**src/rtl/aux_link_pkg.sv**
```systemverilog
package aux_link_pkg;
  localparam int MAX_WORDS = 15;
  localparam int WCNT_W    = 5;

  typedef enum logic [1:0] {
    SYM_IDLE = 2'd0,
    SYM_SOP  = 2'd1,
    SYM_DATA = 2'd2,
    SYM_EOP  = 2'd3
  } sym_e;

  // byte length -> word count, rounded down and capped
  function automatic logic [WCNT_W-1:0] bytes_to_words(input logic [31:0] nbytes);
    logic [31:0] w;
    w = nbytes >> 2;
    if (w > 32'(MAX_WORDS)) w = 32'(MAX_WORDS);
    return w[WCNT_W-1:0];
  endfunction

  function automatic logic [31:0] words_to_bytes(input logic [WCNT_W-1:0] n);
    return 32'(n) << 2;
  endfunction
endpackage

```
**src/rtl/aux_tx_engine.sv**
```systemverilog
module aux_tx_engine
  import aux_link_pkg::*;
#(
  parameter int DW    = 32,
  parameter int IDX_W = 4
) (
  input  logic              clk,
  input  logic              rst_n,
  input  logic              buf_we,
  input  logic [IDX_W-1:0]  buf_waddr,
  input  logic [DW-1:0]     buf_wdata,
  input  logic              start,
  input  logic [WCNT_W-1:0] len_words,
  input  logic              link_ready,
  input  logic              rt_req,
  output logic              busy,
  output logic [1:0]        sym_kind,
  output logic [DW-1:0]     sym_data
);
  localparam int DEPTH = 2 ** IDX_W;

  logic [DW-1:0]     mem [DEPTH];
  sym_e              phase;
  logic [WCNT_W-1:0] idx;
  logic [WCNT_W-1:0] nwords;

  logic slot_ok, emit, start_acc, last_word;
  assign slot_ok   = link_ready && !rt_req;
  assign emit      = busy && slot_ok;
  assign start_acc = start && !busy;
  assign last_word = (WCNT_W'(idx + 1'b1) == nwords);

  always_ff @(posedge clk) begin
    if (buf_we) mem[buf_waddr] <= buf_wdata;
  end

  always_ff @(posedge clk) begin
    if (!rst_n) begin
      busy   <= 1'b0;
      phase  <= SYM_SOP;
      idx    <= '0;
      nwords <= '0;
    end else if (start_acc) begin
      busy   <= 1'b1;
      phase  <= SYM_SOP;
      idx    <= '0;
      nwords <= len_words;
    end else if (emit) begin
      case (phase)
        SYM_SOP:  phase <= (nwords == '0) ? SYM_EOP : SYM_DATA;
        SYM_DATA: begin
          idx <= idx + 1'b1;
          if (last_word) phase <= SYM_EOP;
        end
        SYM_EOP:  busy <= 1'b0;
        default:  phase <= SYM_SOP;
      endcase
    end
  end

  assign sym_kind = emit ? phase : SYM_IDLE;
  assign sym_data = (emit && phase == SYM_DATA) ? mem[idx[IDX_W-1:0]] : '0;

  AST_QUIET_NOT_READY: assert property (@(posedge clk) disable iff (!rst_n)
    !link_ready |-> sym_kind == SYM_IDLE);
  AST_FREEZE_ON_RT: assert property (@(posedge clk) disable iff (!rst_n)
    busy && rt_req |=> $stable(idx) && $stable(phase));
  AST_START_IGNORED: assert property (@(posedge clk) disable iff (!rst_n)
    busy && start |=> $stable(nwords));
  AST_DONE_AFTER_EOP: assert property (@(posedge clk) disable iff (!rst_n)
    $fell(busy) |-> $past(phase) == SYM_EOP && $past(emit));
endmodule

```
**src/rtl/aux_rx_engine.sv**
```systemverilog
module aux_rx_engine
  import aux_link_pkg::*;
#(
  parameter int DW    = 32,
  parameter int IDX_W = 4
) (
  input  logic             clk,
  input  logic             rst_n,
  input  logic [1:0]       sym_kind,
  input  logic [DW-1:0]    sym_data,
  input  logic             ack,
  input  logic             ovf_clr,
  input  logic [IDX_W-1:0] raddr,
  output logic [DW-1:0]    rdata,
  output logic             present,
  output logic [31:0]      len_bytes,
  output logic             overflow
);
  localparam int DEPTH = 2 ** IDX_W;

  logic [DW-1:0]     mem [DEPTH];
  logic              in_pkt, drop;
  logic [WCNT_W-1:0] cnt, len_words;

  logic got_sop, got_data, got_eop, wr_word, pkt_done, pkt_drop;
  assign got_sop  = sym_kind == SYM_SOP;
  assign got_data = sym_kind == SYM_DATA && in_pkt;
  assign got_eop  = sym_kind == SYM_EOP && in_pkt;
  assign wr_word  = got_data && !drop && cnt < WCNT_W'(MAX_WORDS);
  assign pkt_done = got_eop && !drop;
  assign pkt_drop = got_eop && drop;

  always_ff @(posedge clk) begin
    if (wr_word) mem[cnt[IDX_W-1:0]] <= sym_data;
  end

  always_ff @(posedge clk) begin
    if (!rst_n) begin
      in_pkt <= 1'b0;
      drop   <= 1'b0;
      cnt    <= '0;
    end else if (got_sop) begin
      in_pkt <= 1'b1;
      drop   <= present;
      cnt    <= '0;
    end else if (got_data) begin
      if (cnt < WCNT_W'(MAX_WORDS)) cnt <= cnt + 1'b1;
    end else if (got_eop) begin
      in_pkt <= 1'b0;
    end
  end

  always_ff @(posedge clk) begin
    if (!rst_n) begin
      present   <= 1'b0;
      len_words <= '0;
      overflow  <= 1'b0;
    end else begin
      if (pkt_done) begin
        present   <= 1'b1;
        len_words <= cnt;
      end else if (ack) begin
        present <= 1'b0;
      end
      if (pkt_drop)     overflow <= 1'b1;
      else if (ovf_clr) overflow <= 1'b0;
    end
  end

  assign rdata     = mem[raddr];
  assign len_bytes = words_to_bytes(len_words);

  AST_PRESENT_STICKY: assert property (@(posedge clk) disable iff (!rst_n)
    present && !ack |=> present);
  AST_NO_WRITE_WHILE_HELD: assert property (@(posedge clk) disable iff (!rst_n)
    present |-> !wr_word);
  AST_OVF_STICKY: assert property (@(posedge clk) disable iff (!rst_n)
    overflow && !ovf_clr |=> overflow);
  AST_LEN_BOUND: assert property (@(posedge clk) disable iff (!rst_n)
    present |-> len_words <= WCNT_W'(MAX_WORDS));
endmodule

```
**src/rtl/aux_link_ctrl.sv**
```systemverilog
module aux_link_ctrl
  import aux_link_pkg::*;
#(
  parameter int ADDR_W   = 10,
  parameter int DW       = 32,
  parameter int IDX_W    = 4,
  parameter int RX_BASE  = 256,
  parameter int CSR_BASE = 512
) (
  input  logic              clk,
  input  logic              rst_n,
  input  logic [ADDR_W-1:0] bus_addr,
  input  logic              bus_we,
  input  logic [DW-1:0]     bus_wdata,
  output logic [DW-1:0]     bus_rdata,
  input  logic              link_ready,
  input  logic              rt_req,
  output logic [1:0]        tx_kind,
  output logic [DW-1:0]     tx_data,
  input  logic [1:0]        rx_kind,
  input  logic [DW-1:0]     rx_data
);
  localparam int DEPTH = 2 ** IDX_W;
  localparam logic [ADDR_W-1:0] A_RXB   = ADDR_W'(RX_BASE);
  localparam logic [ADDR_W-1:0] A_LEN   = ADDR_W'(CSR_BASE);
  localparam logic [ADDR_W-1:0] A_CTRL  = ADDR_W'(CSR_BASE + 1);
  localparam logic [ADDR_W-1:0] A_PRES  = ADDR_W'(CSR_BASE + 2);
  localparam logic [ADDR_W-1:0] A_RXLEN = ADDR_W'(CSR_BASE + 3);
  localparam logic [ADDR_W-1:0] A_OVF   = ADDR_W'(CSR_BASE + 4);

  logic          tx_sel, rx_sel, start_wr, ack_wr, ovf_wr, busy, present, overflow;
  logic [31:0]   tx_len_q, rx_len;
  logic [DW-1:0] rx_rd;
  logic [ADDR_W-1:0] rx_off;

  assign tx_sel   = bus_addr < ADDR_W'(DEPTH);
  assign rx_off   = bus_addr - A_RXB;
  assign rx_sel   = bus_addr >= A_RXB && rx_off < ADDR_W'(DEPTH);
  assign start_wr = bus_we && bus_addr == A_CTRL && bus_wdata[0];
  assign ack_wr   = bus_we && bus_addr == A_PRES && bus_wdata[0];
  assign ovf_wr   = bus_we && bus_addr == A_OVF  && bus_wdata[0];

  always_ff @(posedge clk) begin
    if (!rst_n)                          tx_len_q <= '0;
    else if (bus_we && bus_addr == A_LEN) tx_len_q <= 32'(bus_wdata);
  end

  aux_tx_engine #(.DW(DW), .IDX_W(IDX_W)) u_tx (
    .clk(clk), .rst_n(rst_n),
    .buf_we(bus_we && tx_sel), .buf_waddr(bus_addr[IDX_W-1:0]), .buf_wdata(bus_wdata),
    .start(start_wr), .len_words(bytes_to_words(tx_len_q)),
    .link_ready(link_ready), .rt_req(rt_req),
    .busy(busy), .sym_kind(tx_kind), .sym_data(tx_data)
  );

  aux_rx_engine #(.DW(DW), .IDX_W(IDX_W)) u_rx (
    .clk(clk), .rst_n(rst_n),
    .sym_kind(rx_kind), .sym_data(rx_data),
    .ack(ack_wr), .ovf_clr(ovf_wr),
    .raddr(rx_off[IDX_W-1:0]), .rdata(rx_rd),
    .present(present), .len_bytes(rx_len), .overflow(overflow)
  );

  always_comb begin
    bus_rdata = '0;
    if (rx_sel) bus_rdata = rx_rd;
    else begin
      case (bus_addr)
        A_LEN:   bus_rdata = DW'(tx_len_q);
        A_CTRL:  bus_rdata = DW'(busy);
        A_PRES:  bus_rdata = DW'(present);
        A_RXLEN: bus_rdata = DW'(rx_len);
        A_OVF:   bus_rdata = DW'(overflow);
        default: bus_rdata = '0;
      endcase
    end
  end

  AST_START_SETS_BUSY: assert property (@(posedge clk) disable iff (!rst_n)
    start_wr && !busy |=> busy);
endmodule

```
**config.mk**
```make
export PLATFORM = sky130hd
export DESIGN_NAME = aux_link_ctrl
export DESIGN_NICKNAME = d
export VERILOG_FILES = /design/src/rtl/aux_link_pkg.sv /design/src/rtl/aux_tx_engine.sv /design/src/rtl/aux_rx_engine.sv /design/src/rtl/aux_link_ctrl.sv
export SDC_FILE = /design/constraint.sdc
export NUM_CORES = 1
export LEC_CHECK = 0
export ABC_AREA = 1
export BUFFER_PORTS_ARGS = -buffer_cell sky130_fd_sc_hd__buf_2
export CAP_MARGIN = 10
export CORE_MARGIN = 3
export CORE_UTILIZATION = 24
export CTS_BUF_LIST = sky130_fd_sc_hd__clkbuf_16
export DETAILED_ROUTE_END_ITERATION = 8
export PLACE_DENSITY = 0.43
export SYNTH_ARGS = -nofsm -noshare
export SYNTH_HDL_FRONTEND = slang
export SYNTH_SLANG_ARGS = --single-unit
```
**constraint.sdc**
```tcl
create_clock -name clk -period 5.26 [get_ports clk]
set_input_delay 0.263 -clock clk [delete_from_list [all_inputs] [get_ports clk]]
set_output_delay 0.263 -clock clk [all_outputs]
set_load 0.03 [all_outputs]
```
==> metrics.md <==
| Metric | Value |
|---|---|
| CTS Sinks | 1,087 |
| Post-Route WL | 131,000 um |
| Final #Nets | 3,387 |
| Initial DRT Pass Iterations | 5 |
| Layout Skew | 0.02860 ns |
| IO buf count | 146 |
| Core Rows | 153 |
| Leak | 16.22 nW |
| Total CTS buffers | 118 |
| Remaining Overflow, GRT | 0 |
| Clock slew at reported path FFs | 0.06 ns |
| Slowest-stage cell, CP | inv_4 |
| Core area | 174,400 sq um |
| First-pass GRT wire length | 190,100 um |
| CTS tree | built |
| Post-DRT Antenna Nets | 0 |
| Critical Path AT | 3.66 ns |
| PD cells | 350.6 nW/um^2 |
| Post-cts gate resize count | 0 |
| Worst setup EP type | output pin |
| Final Hold Viols | 0 |
| Max-slew violations | 0 |
| Multi-input logic area | 9194 sq um |
| Starting DRT DRC Count | 2,091 |
| Setup TNS | 0 ns |
| Yosys warns | 0 |
| Dpl hpwl | 76,550 um |
| Layout cells sized above 1 | 12.52% |
| Die Y-Extent | 425.4 um |
| H-Tree Depth | 3 |
| Root buf cell | clkbuf_16 |
| Reg2reg start | u_rx.cnt[0] |
| Status | complete, no violations |
| Cell area after synthesis | 42,220 sq um |
| Die X | 425.4 um |
| Avg Inst Size Synth | 13.68 sq um |
| Worst-margin pin slew | 1.162 ns |
| Mapped Cells | 3,086 |
| Placed Cells incl. Taps | 5,432 |
| Period utilisation layout | 74.60% |
| Rel. slew slack | 22.33% |
| Period minus WS final | 3.924 ns |
| Flop2flop setup slack | 2.24 ns |
| Vias in the first global route | 26,082 |
| Starting density of the core | 24.21% |
| DRC viols | 0 |
| Post-CTS setup repair buffer count | 0 |
| Number of fill cells in the layout | 17,662 |
| WL/cell | 22.88 um |
| All-Layer GR Usage | 14.19% |
| GP Congestion | 0.7678 |
| Crit path to | tx_data[7] |
| Slowest stage delay, CP | 0.78 ns |
| Post-DR vias/cell | 4.543 |
| F_max | 0.2548 GHz |
| Final setup fails | 0 |
| Syn nets | 3,175 |
| Area delta synth->final | 18.64% |
| Max VDD drop | 264.0 uV |
| Die area | 181,000 sq um |
| Worst R2R Path Depth | 8 |
| Worst-path fanout max | 86 |
| Post-synthesis sequential area ratio | 75.81% |
| Vias | 26,006 |
| Post-route insts no fill | 5,724 |
| IO Count | 147 |
| Initial antenna violation count | 11 |
| WS Path Type | flip-flop to output pin |
| Largest net degree at the start of global routing | 117 |
| Clk Latency, worst-skew pair | 0.73 ns |
| Worst Path Required | 5.00 ns |
| Sequential cell area | 32,020 sq um |
| CP Launch Type | flip-flop |
| RSZ-0062 raised after global routing | no |
| Worst reg2reg endpoint | u_rx.mem[6][23] |
| Unique masters post-synth | 36 |
| Worst Hold Class | primary input to flip-flop |
| Cells along the critical path | inv_4, buf_12, o21ai_0, o22ai_1, o21ai_1, a211oi_1, buf_2 |
| Maximum capacitance violations | 0 |
| CTS max path bufs | 3 |
| Flops & latches, synth | 1,087 |
cells by family (layout without fill, tap and decap cells):
family                   after synthesis  after routing  share of synthesized area [%]
AO/OA/AOI/OAI                        880            880                          12.97
other                                  0              5                              0
flip-flops                          1087           1087                          75.81
AND/OR/NAND/NOR                      832            832                          7.915
buffers and inverters                279            587                          3.061
adder cells (fa/ha/maj)                8              8                         0.2371
layout by cell type (no fill, tap or decap), drive strengths merged:
cell and count:
nor2 428, a211oi 38, nand2 325, nand3 25, nand4 32, dfxtp 63, nor4 8, o21a 1
a21oi 95, or2 2, edfxtp 1024, buf 214, o211ai 96, nand3b 1, o22ai 32, o21ai 362
diode 5, ha 8, bufinv 1, dlygate4sd3 70, clkbuf 119, inv 125, clkinv 58, a22oi 256
nor3 11
worst min path at each step:
stage	slack (ns)	cells after the start	start	end
detailed placement	0.46	1	u_rx.cnt[4]	u_rx.cnt[4]
finish	0.04	1	bus_wdata[19]	u_tx.mem[3][19]
global route	0.02	1	bus_wdata[19]	u_tx.mem[3][19]
floorplan	0.36	0	rx_data[0]	u_rx.mem[0][0]
CTS	0.0002	1	bus_wdata[19]	u_tx.mem[3][19]
global placement	0.45	1	u_rx.cnt[4]	u_rx.cnt[4]
routing by layer:
layer,up-vias,track usage (%),part of all wire [%]
met5,-,0,0.0053
met1,13176,18.94,45
met2,598,23.58,48
met3,197,2.192,4.1
li1,12033,-,-
met4,2,4.480,3.1
cells in the mapped netlist:
cell	number	area, sq um
or2_1	2	12.51
nor2_4	1	11.26
edfxtp_1	1024	30750
buf_2	82	410.4
inv_2	10	37.54
nand3_2	2	20.02
o21a_1	1	7.510
nand4_4	1	21.27
a211oi_1	27	202.7
inv_1	76	285.3
buf_1	6	22.52
o22ai_1	32	200.2
nor4_1	7	43.79
nand4_1	31	193.9
dfxtp_1	63	1261
nor4_4	1	21.27
nor3_1	11	55.05
ha_1	8	100.1
nor2_1	422	1584
buf_8	2	30.03
buf_4	9	67.56
a211oi_2	11	137.6
nand2_2	2	12.51
nand3_1	23	115.1
clkbuf_2	9	45.04
nor2_2	5	31.28
nand3b_1	1	7.510
buf_6	10	112.6
clkinv_1	1	3.750
a21oi_1	95	475.5
o21ai_1	113	565.5
o21ai_0	249	1246
a22oi_1	256	1922
nand2_1	323	1212
o211ai_1	96	720.7
clkbuf_1	74	277.8
worst max-delay path, delay by kind of cell (launching register included):
kind	cells	cell delay [ns]
AOI/OAI and AO/OA	4	0.80
buffers and inverters	3	1.48
DFF	1	0.52
state kept, by name, indices dropped and copies added, names as in the netlist, named ones only:
register and flops:
u_rx.cnt 5, tx_len_q 32, u_rx.len_words 5, u_tx.idx 5
u_rx.drop 1, u_rx.mem 512, u_rx.in_pkt 1, u_tx.mem 512
u_tx.busy 1, u_tx.phase 2, u_rx.present 1, u_rx.overflow 1
u_tx.nwords 5
layout make-up:
type / count / share of cell area, %
Multi-Input combinational cell: 1720 / 18.35
Clock inverter: 97 / 1.064
Inverter: 87 / 0.6769
Timing Repair Buffer: 284 / 4.206
Tap cell: 2325 / 5.807
Sequential cell: 1087 / 63.92
Clock buffer: 119 / 5.945
Antenna cell: 5 / 0.02498
report_power, final:
| part | switching (mW) | total, mW | internal, mW |
|---|---|---|---|
| sequential | 0.00334 | 9.46 | 9.46 |
| combinational | 0.406 | 0.559 | 0.152 |
| clock | 3.41 | 7.54 | 4.12 |
what timing repair did:
| item | CTS | global route |
|---|---|---|
| hold endpoints to repair | 999 | 0 |
| hold buffers | 70 | 0 |
| setup endpoints to repair | 0 | 0 |
through the flow:
| stage | hold slack [ns] | power (mW) | setup WS (ns) | utilization [%] | instance area [sq um] |
|---|---|---|---|---|---|
| 2_1_floorplan | 0.3619 | 9.864 | 0.6394 | - | 42220 |
| 3_3_place_gp | 0.4531 | 10.16 | 1.917 | 26.25 | 45770 |
| 3_5_place_dp | 0.4578 | 10.17 | 1.941 | 26.29 | 45840 |
| 4_1_cts | 0.0002157 | 17.78 | 1.140 | 28.70 | 50050 |
| 5_1_grt | 0.01544 | 18.16 | 1.075 | 28.72 | 50080 |
| 6_report | 0.04315 | 17.56 | 1.336 | 28.72 | 50090 |
(Power assumes the default switching activity.)
